`config.mk`:
```
export PLATFORM = sky130hd
export DESIGN_NAME = sign_maxpool
export DESIGN_NICKNAME = d
export VERILOG_FILES = /design/src/rtl/sign_maxpool_pkg.sv /design/src/rtl/sp_ctrl.sv /design/src/rtl/sp_capture.sv /design/src/rtl/sp_signcode.sv /design/src/rtl/sp_select.sv /design/src/rtl/sign_maxpool.sv
export SDC_FILE = /design/constraint.sdc
export NUM_CORES = 1
export LEC_CHECK = 0
export ABC_AREA = 1
export CAP_MARGIN = 5
export CORE_MARGIN = 2
export CORE_UTILIZATION = 51
export CTS_CLUSTER_DIAMETER = 50
export DETAILED_ROUTE_END_ITERATION = 12
export PLACE_DENSITY = 0.77
export SLEW_MARGIN = 0
export SYNTH_ARGS = -nofsm -noshare
export SYNTH_HDL_FRONTEND = slang
export SYNTH_SLANG_ARGS = --single-unit
```
`constraint.sdc`:
```
create_clock -name clk -period 2.2 [get_ports clk]
set_input_delay 0.22 -clock clk [delete_from_list [all_inputs] [get_ports clk]]
set_output_delay 0.22 -clock clk [all_outputs]
set_load 0.01 [all_outputs]
```
`src/rtl/sign_maxpool_pkg.sv`:
```
package sign_maxpool_pkg;

    localparam int NSLOT = 4;
    localparam int NPAIR = 6;

    typedef logic [NPAIR-1:0] wcode_t;
    typedef logic [NSLOT-1:0] slot_vec_t;

    typedef enum logic {
        PH_CAPTURE = 1'b0,
        PH_DECIDE  = 1'b1
    } phase_e;

    typedef struct packed {
        logic      use_fb;
        slot_vec_t live;
        logic      last;
    } step_ctl_t;

    // Minuend slot of difference k
    function automatic int pair_a(input int k);
        case (k)
            0, 1, 2: return 0;
            3, 4:    return 1;
            default: return 2;
        endcase
    endfunction

    // Subtrahend slot of difference k
    function automatic int pair_b(input int k);
        case (k)
            0:       return 1;
            1:       return 2;
            3:       return 2;
            default: return 3;
        endcase
    endfunction

    // A slot wins when it is >= every later slot and > every earlier slot
    function automatic slot_vec_t code_to_winner(input wcode_t c);
        slot_vec_t r;
        r[0] =  c[0] &  c[1] &  c[2];
        r[1] = ~c[0] &  c[3] &  c[4];
        r[2] = ~c[1] & ~c[3] &  c[5];
        r[3] = ~c[2] & ~c[4] & ~c[5];
        return r;
    endfunction

endpackage

```
`src/rtl/sp_ctrl.sv`:
```
module sp_ctrl
    import sign_maxpool_pkg::*;
#(
    parameter int MAXWIN = 16,
    parameter int WINW   = $clog2(MAXWIN + 1)
) (
    input  logic            clk,
    input  logic            rst,
    input  logic            in_valid,
    input  logic [WINW-1:0] win_size,
    output logic            in_ready,
    output logic            accept,
    output logic            decide,
    output step_ctl_t       ctl,
    output logic            out_valid
);

    localparam logic [WINW-1:0] WMAX      = WINW'(MAXWIN);
    localparam logic [WINW-1:0] ONE       = WINW'(1);
    localparam logic [WINW-1:0] FIRST_CAP = WINW'(NSLOT);
    localparam logic [WINW-1:0] NEXT_CAP  = WINW'(NSLOT - 1);

    phase_e          ph_q;
    logic            busy_q;
    logic            last_q;
    logic            ov_q;
    logic [WINW-1:0] rem_q;

    logic [WINW-1:0] n_sel;
    logic [WINW-1:0] avail;
    logic [WINW-1:0] cap;
    logic [WINW-1:0] take;
    logic [WINW-1:0] rem_nx;

    assign in_ready  = (ph_q == PH_CAPTURE);
    assign accept    = in_valid && in_ready;
    assign decide    = (ph_q == PH_DECIDE);
    assign out_valid = ov_q;

    always_comb begin
        if (win_size == '0)
            n_sel = ONE;
        else if (win_size > WMAX)
            n_sel = WMAX;
        else
            n_sel = win_size;

        avail  = busy_q ? rem_q : n_sel;
        cap    = busy_q ? NEXT_CAP : FIRST_CAP;
        take   = (avail < cap) ? avail : cap;
        rem_nx = avail - take;

        ctl.use_fb = busy_q;
        ctl.last   = (rem_nx == '0);
        for (int s = 0; s < NSLOT; s++) begin
            if (busy_q)
                ctl.live[s] = (s == 0) ? 1'b1 : (WINW'(s - 1) < rem_q);
            else
                ctl.live[s] = (WINW'(s) < n_sel);
        end
    end

    always_ff @(posedge clk) begin
        if (rst) begin
            ph_q   <= PH_CAPTURE;
            busy_q <= 1'b0;
            last_q <= 1'b0;
            ov_q   <= 1'b0;
            rem_q  <= '0;
        end else begin
            ov_q <= 1'b0;
            case (ph_q)
                PH_CAPTURE: begin
                    if (accept) begin
                        ph_q   <= PH_DECIDE;
                        busy_q <= ~ctl.last;
                        rem_q  <= rem_nx;
                        last_q <= ctl.last;
                    end
                end
                default: begin
                    ph_q <= PH_CAPTURE;
                    ov_q <= last_q;
                end
            endcase
        end
    end

endmodule

```
`src/rtl/sp_capture.sv`:
```
module sp_capture
    import sign_maxpool_pkg::*;
#(
    parameter int DW = 6
) (
    input  logic                clk,
    input  logic                rst,
    input  logic                load,
    input  step_ctl_t           ctl,
    input  logic [NSLOT*DW-1:0] lanes,
    input  logic [DW-1:0]       fb,
    output logic [NSLOT*DW-1:0] opnd
);

    localparam logic [DW-1:0] MINV = {1'b1, {(DW-1){1'b0}}};

    for (genvar s = 0; s < NSLOT; s++) begin : g_slot
        logic [DW-1:0] src;
        logic [DW-1:0] val;
        logic [DW-1:0] q;

        if (s == 0) begin : g_head
            assign src = ctl.use_fb ? fb : lanes[0 +: DW];
        end else begin : g_tail
            assign src = ctl.use_fb ? lanes[(s-1)*DW +: DW] : lanes[s*DW +: DW];
        end

        assign val = ctl.live[s] ? src : MINV;

        always_ff @(posedge clk) begin
            if (rst)
                q <= '0;
            else if (load)
                q <= val;
        end

        assign opnd[s*DW +: DW] = q;
    end

endmodule

```
`src/rtl/sp_signcode.sv`:
```
module sp_signcode
    import sign_maxpool_pkg::*;
#(
    parameter int DW = 6
) (
    input  logic                clk,
    input  logic                rst,
    input  logic                load,
    input  logic [NSLOT*DW-1:0] opnd,
    output wcode_t              code
);

    wcode_t nonneg;
    wcode_t code_q;

    for (genvar k = 0; k < NPAIR; k++) begin : g_pair
        localparam int IA = pair_a(k);
        localparam int IB = pair_b(k);
        logic [DW-1:0] a;
        logic [DW-1:0] b;
        logic [DW:0]   diff;

        assign a         = opnd[IA*DW +: DW];
        assign b         = opnd[IB*DW +: DW];
        assign diff      = {a[DW-1], a} - {b[DW-1], b};
        assign nonneg[k] = ~diff[DW];
    end

    always_ff @(posedge clk) begin
        if (rst)
            code_q <= '0;
        else if (load)
            code_q <= nonneg;
    end

    assign code = code_q;

endmodule

```
`src/rtl/sp_select.sv`:
```
module sp_select
    import sign_maxpool_pkg::*;
#(
    parameter int DW = 6
) (
    input  wcode_t              code,
    input  logic [NSLOT*DW-1:0] opnd,
    output slot_vec_t           winner,
    output logic [DW-1:0]       max_val
);

    always_comb begin
        winner  = code_to_winner(code);
        max_val = '0;
        for (int s = 0; s < NSLOT; s++) begin
            if (winner[s])
                max_val = max_val | opnd[s*DW +: DW];
        end
    end

endmodule

```
`src/rtl/sign_maxpool.sv`:
```
module sign_maxpool
    import sign_maxpool_pkg::*;
#(
    parameter int DW     = 6,
    parameter int MAXWIN = 16,
    parameter int WINW   = $clog2(MAXWIN + 1)
) (
    input  logic                clk,
    input  logic                rst,
    input  logic                in_valid,
    output logic                in_ready,
    input  logic [NSLOT*DW-1:0] in_data,
    input  logic [WINW-1:0]     win_size,
    output logic                out_valid,
    output logic [DW-1:0]       out_data
);

    logic                accept;
    logic                decide;
    step_ctl_t           ctl;
    logic [NSLOT*DW-1:0] opnd;
    wcode_t              code;
    slot_vec_t           win_sel;
    logic [DW-1:0]       max_val;

    sp_ctrl #(.MAXWIN(MAXWIN), .WINW(WINW)) ctrl_i (
        .clk       (clk),
        .rst       (rst),
        .in_valid  (in_valid),
        .win_size  (win_size),
        .in_ready  (in_ready),
        .accept    (accept),
        .decide    (decide),
        .ctl       (ctl),
        .out_valid (out_valid)
    );

    sp_capture #(.DW(DW)) cap_i (
        .clk   (clk),
        .rst   (rst),
        .load  (accept),
        .ctl   (ctl),
        .lanes (in_data),
        .fb    (max_val),
        .opnd  (opnd)
    );

    sp_signcode #(.DW(DW)) code_i (
        .clk  (clk),
        .rst  (rst),
        .load (decide),
        .opnd (opnd),
        .code (code)
    );

    sp_select #(.DW(DW)) sel_i (
        .code    (code),
        .opnd    (opnd),
        .winner  (win_sel),
        .max_val (max_val)
    );

    assign out_data = max_val;

endmodule

```
==> flow_metrics.env, run 1 <==
export IMPL_wl_um=8730
export IMPL_ys_ff_latch=39
export IMPL_synth_seq_area_share_pct=25.0
export IMPL_period_share_pct=101
export IMPL_synth_most_common_cell="nand2_1"
export IMPL_crit_path_end="ctrl_i.rem_q[2]"
export IMPL_maxCapViolations=0
export IMPL_seqCellArea_um2=788
export IMPL_clk_insertion_delay_late_ps=290
export IMPL_critPathSlowestCell="fa_2"
export IMPL_synth_top_flop_cell="dfxtp_1"
export IMPL_setup_slack_ps=-13.4
export IMPL_fmax_mhz=452
export IMPL_cts_root_buf="clkbuf_8"
export IMPL_diodes=0
export IMPL_worstSetupEndpointType="flop"
export IMPL_grtUsageTotal_pct=27.7
export IMPL_hpwl_um=6830
export IMPL_cp_slowest_stage_delay_ps=370
export IMPL_ys_types=32
export IMPL_cp_num_buf_inv=7
export IMPL_yosysWarnings=0
export IMPL_synth_top_area_share_pct=25.0
export IMPL_postRouteAntennaNets=0
export IMPL_final_util_pct=65.4
export IMPL_violations="setup timing"
export IMPL_numClockSinks=39
export IMPL_antenna_found_initial=0
export IMPL_ir_drop_mv=0.480
export IMPL_arrival_ps=2430
export IMPL_grt_pass1_vias=3160
export IMPL_ff2ff_path_depth=16
export IMPL_drtIter0Drc=189
export IMPL_num_io_pins=40
export IMPL_min_path_type="reg2reg"
export IMPL_cts_max_level=2
export IMPL_synth_cell_area_um2=3120
export IMPL_worst_pin_slew_ps=631
export IMPL_multi_input_area_um2=2010
export IMPL_port_buffers=39
export IMPL_clk_pin_slew_worst_paths_ps=80
export IMPL_avgRoutedWirePerCell_um=14.2
export IMPL_worst_ep_required_time_ps=2410
export IMPL_grt_pass1_wl_um=14500
export IMPL_die_y_um=82.3
export IMPL_cp_startpoint="ctrl_i.busy_q"
export IMPL_num_rows=28
export IMPL_syn_avg_cell_area_um2=6.50
export IMPL_fill_cells=553
export IMPL_min_period_ps=2210
export IMPL_crit_top_cell="nand2_2"
export IMPL_synth_nets=547
export IMPL_synth_top_cell_by_area="dfxtp_1"
export IMPL_avgViaCountPerCell=5.40
export IMPL_synth_edf_count=0
export IMPL_dieArea_um2=6770
export IMPL_cts_buffer_depth=2
export IMPL_final_cells=613
export IMPL_dp_cells=597
export IMPL_crit_family="buffers and inverters"
export IMPL_r2r_start="ctrl_i.busy_q"
export IMPL_outcome="finished, violations left"
export IMPL_synthTopCellsByArea="dfxtp_1 25%, nand2_1 16%, ha_1 13%"
export IMPL_path_cells="buf_6 > a21oi_4 > nand2_2 > nand2_2 > inv_2 > nand2_2 > nand2_2 > inv_2 > ha_4 > inv_2 > fa_2 > xnor2_2 > buf_4 > buf_4 > buf_4 > a21oi_1"
export IMPL_ctsHoldBuffers=0
export IMPL_syn_inst=481
export IMPL_hold_ws_ps=513
export IMPL_async_reset_ff_share_pct=0
export IMPL_grt_max_degree=52
export IMPL_crit_cells=16
export IMPL_final_max_slew_viol_count=0
export IMPL_maxSlewHeadroom_pct=57.9
export IMPL_core_area_um2=5920
export IMPL_vias=3313
export IMPL_setup_tns_ps=-13.4
export IMPL_drive_gt1_share_pct=14.7
export IMPL_setup_viol=1
export IMPL_fin_nets=603
export IMPL_cts_tree="done"
export IMPL_place_area_um2=3650
export IMPL_drt_pass1_iterations=5
export IMPL_p_leak_nw=1.92
export IMPL_design_area_um2=3870
export IMPL_place_congestion=0.926
export IMPL_rsz0062_at_grt="true"
export IMPL_synthTopCellsByCount="134 x nand2_1, 66 x inv_1, 40 x o21ai_0"
export IMPL_reg2reg_slack_ps=-10
export IMPL_area_growth_pct=24.0
export IMPL_fp_dieW_um=82.3
export IMPL_hold_viol=0
export IMPL_initial_core_util_pct=52.8
export IMPL_power_density_nw_per_um2=625
export IMPL_start_kind="flop"
export IMPL_cts_buffers=5
export IMPL_r2r_end="ctrl_i.rem_q[2]"
export IMPL_drcViolationCount=0
export IMPL_critPathMaxFanout=3
export IMPL_overflow=0
export IMPL_path_class="reg2reg"
export IMPL_fin_worst_skew_ps=13.2
export IMPL_hold_depth=2
-- sequential cells by signal, indices dropped and copies added, names as in the netlist --
name	flops
cap_i.g_slot.q	24
code_i.code	6
ctrl_i.busy_q	1
ctrl_i.decide	1
ctrl_i.last_q	1
ctrl_i.out_valid	1
ctrl_i.rem_q	5
-- worst min-delay path by stage --
stage | startpoint | to | slack [ps]
after global placement | code_i.code[5] | code_i.code[5] | 480
final | code_i.code[5] | code_i.code[5] | 510
after detailed placement | code_i.code[5] | code_i.code[5] | 490
after floorplan | in_data[11] | cap_i.g_slot[2].q[5] | 380
after CTS | code_i.code[5] | code_i.code[5] | 510
after global routing | code_i.code[5] | code_i.code[5] | 550
-- repair_timing --
action                     4_1_cts  5_1_grt
pin swaps                       14       14
setup endpoints to repair        3        8
setup buffers                    6        2
resized for setup               21       11
-- tightest hold or removal path, delay by kind of cell, from the launching register on --
family / cells / cell delay, ps
DFF: 1 / 340
and+or+nand+nor: 1 / 70
AOI/OAI and AO/OA: 1 / 60
-- cells by family after synthesis --
group | Yosys count | share of synthesized area [%]
AO/OA/AOI/OAI | 118 | 21.4
XOR/XNOR | 1 | 0.280
adder cells (fa/ha/maj) | 34 | 13.9
buffers and inverters | 92 | 13.0
flip-flops | 39 | 25.0
AND/OR/NAND/NOR | 197 | 26.5
-- metrics by stage --
step | power (mW) | setup WS [ps]
floorplan | 1.51 | 0.0220
global placement | 1.79 | -408
detailed placement | 1.83 | -534
CTS | 2.38 | -74.7
global route | 2.60 | -117
finish | 2.42 | -13.4
-- layout make-up --
cell class	instances	share of cell area, %
Clock buffer	7	1.97
Timing Repair Buffer	68	16.1
Sequential cell	39	20.3
Multi-Input combinational cell	350	51.8
Tap cell	75	2.42
Clock inverter	1	0.129
Inverter	73	7.27
-- where the power goes --
part	total, mW	switching (mW)	internal [mW]
registers	0.860	0.0871	0.773
clock network	0.470	0.247	0.223
logic	1.09	0.596	0.495
-- placed cells by master (no fill, tap or decap), types with 2 or more instances in the layout --
cell,n
o21ai_1,12
o21ai_0,38
inv_1,63
inv_2,8
dlygate4sd2_1,3
nand2_2,9
nor2_1,29
ha_1,32
buf_4,27
clkbuf_8,5
clkdlybuf4s50_1,35
o31ai_1,2
a21oi_2,4
nand3_1,13
a21oi_1,37
nand4_1,6
nand3_2,2
a21o_1,6
o211ai_1,6
dfxtp_1,35
nand2_1,131
nor2_2,3
o21ai_2,5
dfxtp_2,3
clkbuf_1,2
o32ai_1,5
-- per-layer routing --
metal | up-vias | global-route usage [%] | routed length (um)
met2 | 107 | 49.0 | 4220
met3 | 16 | 3.70 | 535
met5 | - | 0 | 0
li1 | 1677 | - | -
met4 | 0 | 7.83 | 155
met1 | 1513 | 35.1 | 3820
Power figures use the tool's default switching activity.
==> inputs of run 2 (changes only) <==
- CORE_UTILIZATION: 51 -> 25
- PLACE_DENSITY: 0.77 -> unset
==> flow_metrics.env, run 2 (synthesis gave the netlist of run 1 again) <==
export IMPL_avgViaCountPerCell=4.62
export IMPL_r2r_end="ctrl_i.busy_q"
export IMPL_dp_cells=695
export IMPL_setup_slack_ps=-61.9
export IMPL_diodes=0
export IMPL_hpwl_um=7210
export IMPL_vias=3268
export IMPL_cts_root_buf="clkbuf_16"
export IMPL_clk_pin_slew_worst_paths_ps=60
export IMPL_min_to="code_i.code[5]"
export IMPL_setup_viol=3
export IMPL_area_growth_pct=30.4
export IMPL_wl_um=9080
export IMPL_ir_drop_mv=0.335
export IMPL_postRouteAntennaNets=0
export IMPL_port_buffers=39
export IMPL_period_share_pct=103
export IMPL_ctsHoldBuffers=0
export IMPL_num_rows=40
export IMPL_maxSlewHeadroom_pct=58.7
export IMPL_die_y_um=116
export IMPL_cts_buffer_depth=2
export IMPL_rsz0062_at_grt="true"
export IMPL_grtUsageTotal_pct=14.3
export IMPL_final_cells=708
export IMPL_numClockSinks=39
export IMPL_cts_tree="done"
export IMPL_hold_depth=2
export IMPL_avgRoutedWirePerCell_um=12.8
export IMPL_power_density_nw_per_um2=651
export IMPL_hold_viol=0
export IMPL_fmax_mhz=442
export IMPL_worstSetupEndpointType="flop"
export IMPL_final_util_pct=33.6
export IMPL_drcViolationCount=0
export IMPL_worst_ep_required_time_ps=2370
export IMPL_drt_pass1_iterations=5
export IMPL_grt_max_degree=44
export IMPL_place_congestion=0.861
export IMPL_largest_register="cap_i.g_slot.q"
export IMPL_min_path_type="reg2reg"
export IMPL_critPathMaxFanout=2
export IMPL_fin_nets=605
export IMPL_final_cell_mix="132 x nand2_1, 64 x inv_1, 39 x o21ai_0"
export IMPL_initial_core_util_pct=25.8
export IMPL_worst_pin_slew_ps=619
export IMPL_clk_insertion_delay_late_ps=290
export IMPL_core_area_um2=12100
export IMPL_p_leak_nw=1.95
export IMPL_hold_ws_ps=510
export IMPL_fin_worst_skew_ps=7.34
export IMPL_fp_dieW_um=116
export IMPL_largest_reg_flops=24
export IMPL_reg2reg_slack_ps=-60
export IMPL_num_io_pins=40
export IMPL_violations="setup timing"
export IMPL_cts_buffers=5
export IMPL_antenna_found_initial=0
export IMPL_grt_pass1_wl_um=15300
export IMPL_min_delay_start="code_i.code[5]"
export IMPL_r2r_start="ctrl_i.rem_q[4]"
export IMPL_grt_pass1_vias=3262
export IMPL_start_kind="flop"
export IMPL_final_max_slew_viol_count=0
export IMPL_drtIter0Drc=182
export IMPL_dieArea_um2=13400
export IMPL_maxCapViolations=0
export IMPL_ff2ff_path_depth=16
export IMPL_min_period_ps=2260
export IMPL_drive_gt1_share_pct=14.6
export IMPL_arrival_ps=2430
export IMPL_path_class="reg2reg"
export IMPL_final_common_cell="nand2_1"
export IMPL_fill_cells=1326
export IMPL_cts_max_level=2
export IMPL_overflow=0
export IMPL_dp_slack_ps=-542
export IMPL_outcome="finished, violations left"
run 2: cell count changes in the layout (fill, tap and decap cells not counted), sizes merged:
cell | before | now
dlygate4sd2 | 3 | 4
clkinvlp | 0 | 1
dlymetal6s2s | 1 | 0
buf | 29 | 31
clkbuf | 7 | 6
run 2: final cells by class:
class                   instances  area [um^2]  area share, %
clock inverters                 2         12.5          0.307
flip-flops and latches         39          783           19.2
multi-input cells             350         2020           49.6
inverters                      73          279           6.85
repair buffers                 70          638           15.7
clock buffers                   6          129           3.16
well taps                     168          210           5.16
run 2: power by group:
part	internal, mW	switching [mW]	leakage [nW]
logic	0.478	0.611	1.56
registers	0.773	0.0759	0.322
clock network	0.419	0.296	0.0669
total	1.67	0.982	1.95
run 2: worst max-delay path by stage:
stage               startpoint       endpoint  slack (ps)  cells past startpoint
2_1_floorplan    ctrl_i.busy_q  ctrl_i.busy_q        0.02                     17
3_3_place_gp       win_size[2]  ctrl_i.busy_q        -420                     17
3_5_place_dp       win_size[4]  ctrl_i.busy_q        -540                     18
4_1_cts          ctrl_i.busy_q  ctrl_i.busy_q         -90                     18
5_1_grt          ctrl_i.busy_q  ctrl_i.busy_q        -220                     18
6_report       ctrl_i.rem_q[4]  ctrl_i.busy_q         -60                     16
run 2: what timing repair did:
item | in CTS | in global routing
resized for setup | 19 | 10
setup buffers | 4 | 2
pin swaps | 11 | 13
setup endpoints to repair | 3 | 5
run 2: worst max-delay path, cell delays in order (launching register included):
cell and delay [ps]:
dfxtp_1 310, nor2_1 210, nand3_2 110, nand2_2 90, inv_2 40, nand2_2 60, nand2_1 50, inv_1 50
ha_2 180, inv_2 50, fa_2 390, xnor2_2 190, nand2_1 80, nor2_2 130, nand3_4 90, nand2_2 60
a21oi_2 40
run 2: metrics by stage:
| stage | instance area [um^2] | setup TNS (ps) | power [mW] |
|---|---|---|---|
| finish | 4070 | -107 | 2.65 |
| global route | 4070 | -585 | 2.85 |
| CTS | 4020 | -126 | 2.61 |
| detailed placement | 3800 | -2060 | 1.85 |
| global placement | 3800 | -1510 | 1.82 |
| floorplan | 3120 | 0 | 1.51 |
run 2: per-layer routing:
| metal | global-route usage, % | routed length (um) | vias to the layer above |
|---|---|---|---|
| met5 | 0 | 0 | - |
| met4 | 4.37 | 169 | 0 |
| met3 | 1.88 | 344 | 15 |
| met2 | 26.4 | 4550 | 80 |
| met1 | 17.1 | 4010 | 1488 |
| li1 | - | - | 1685 |
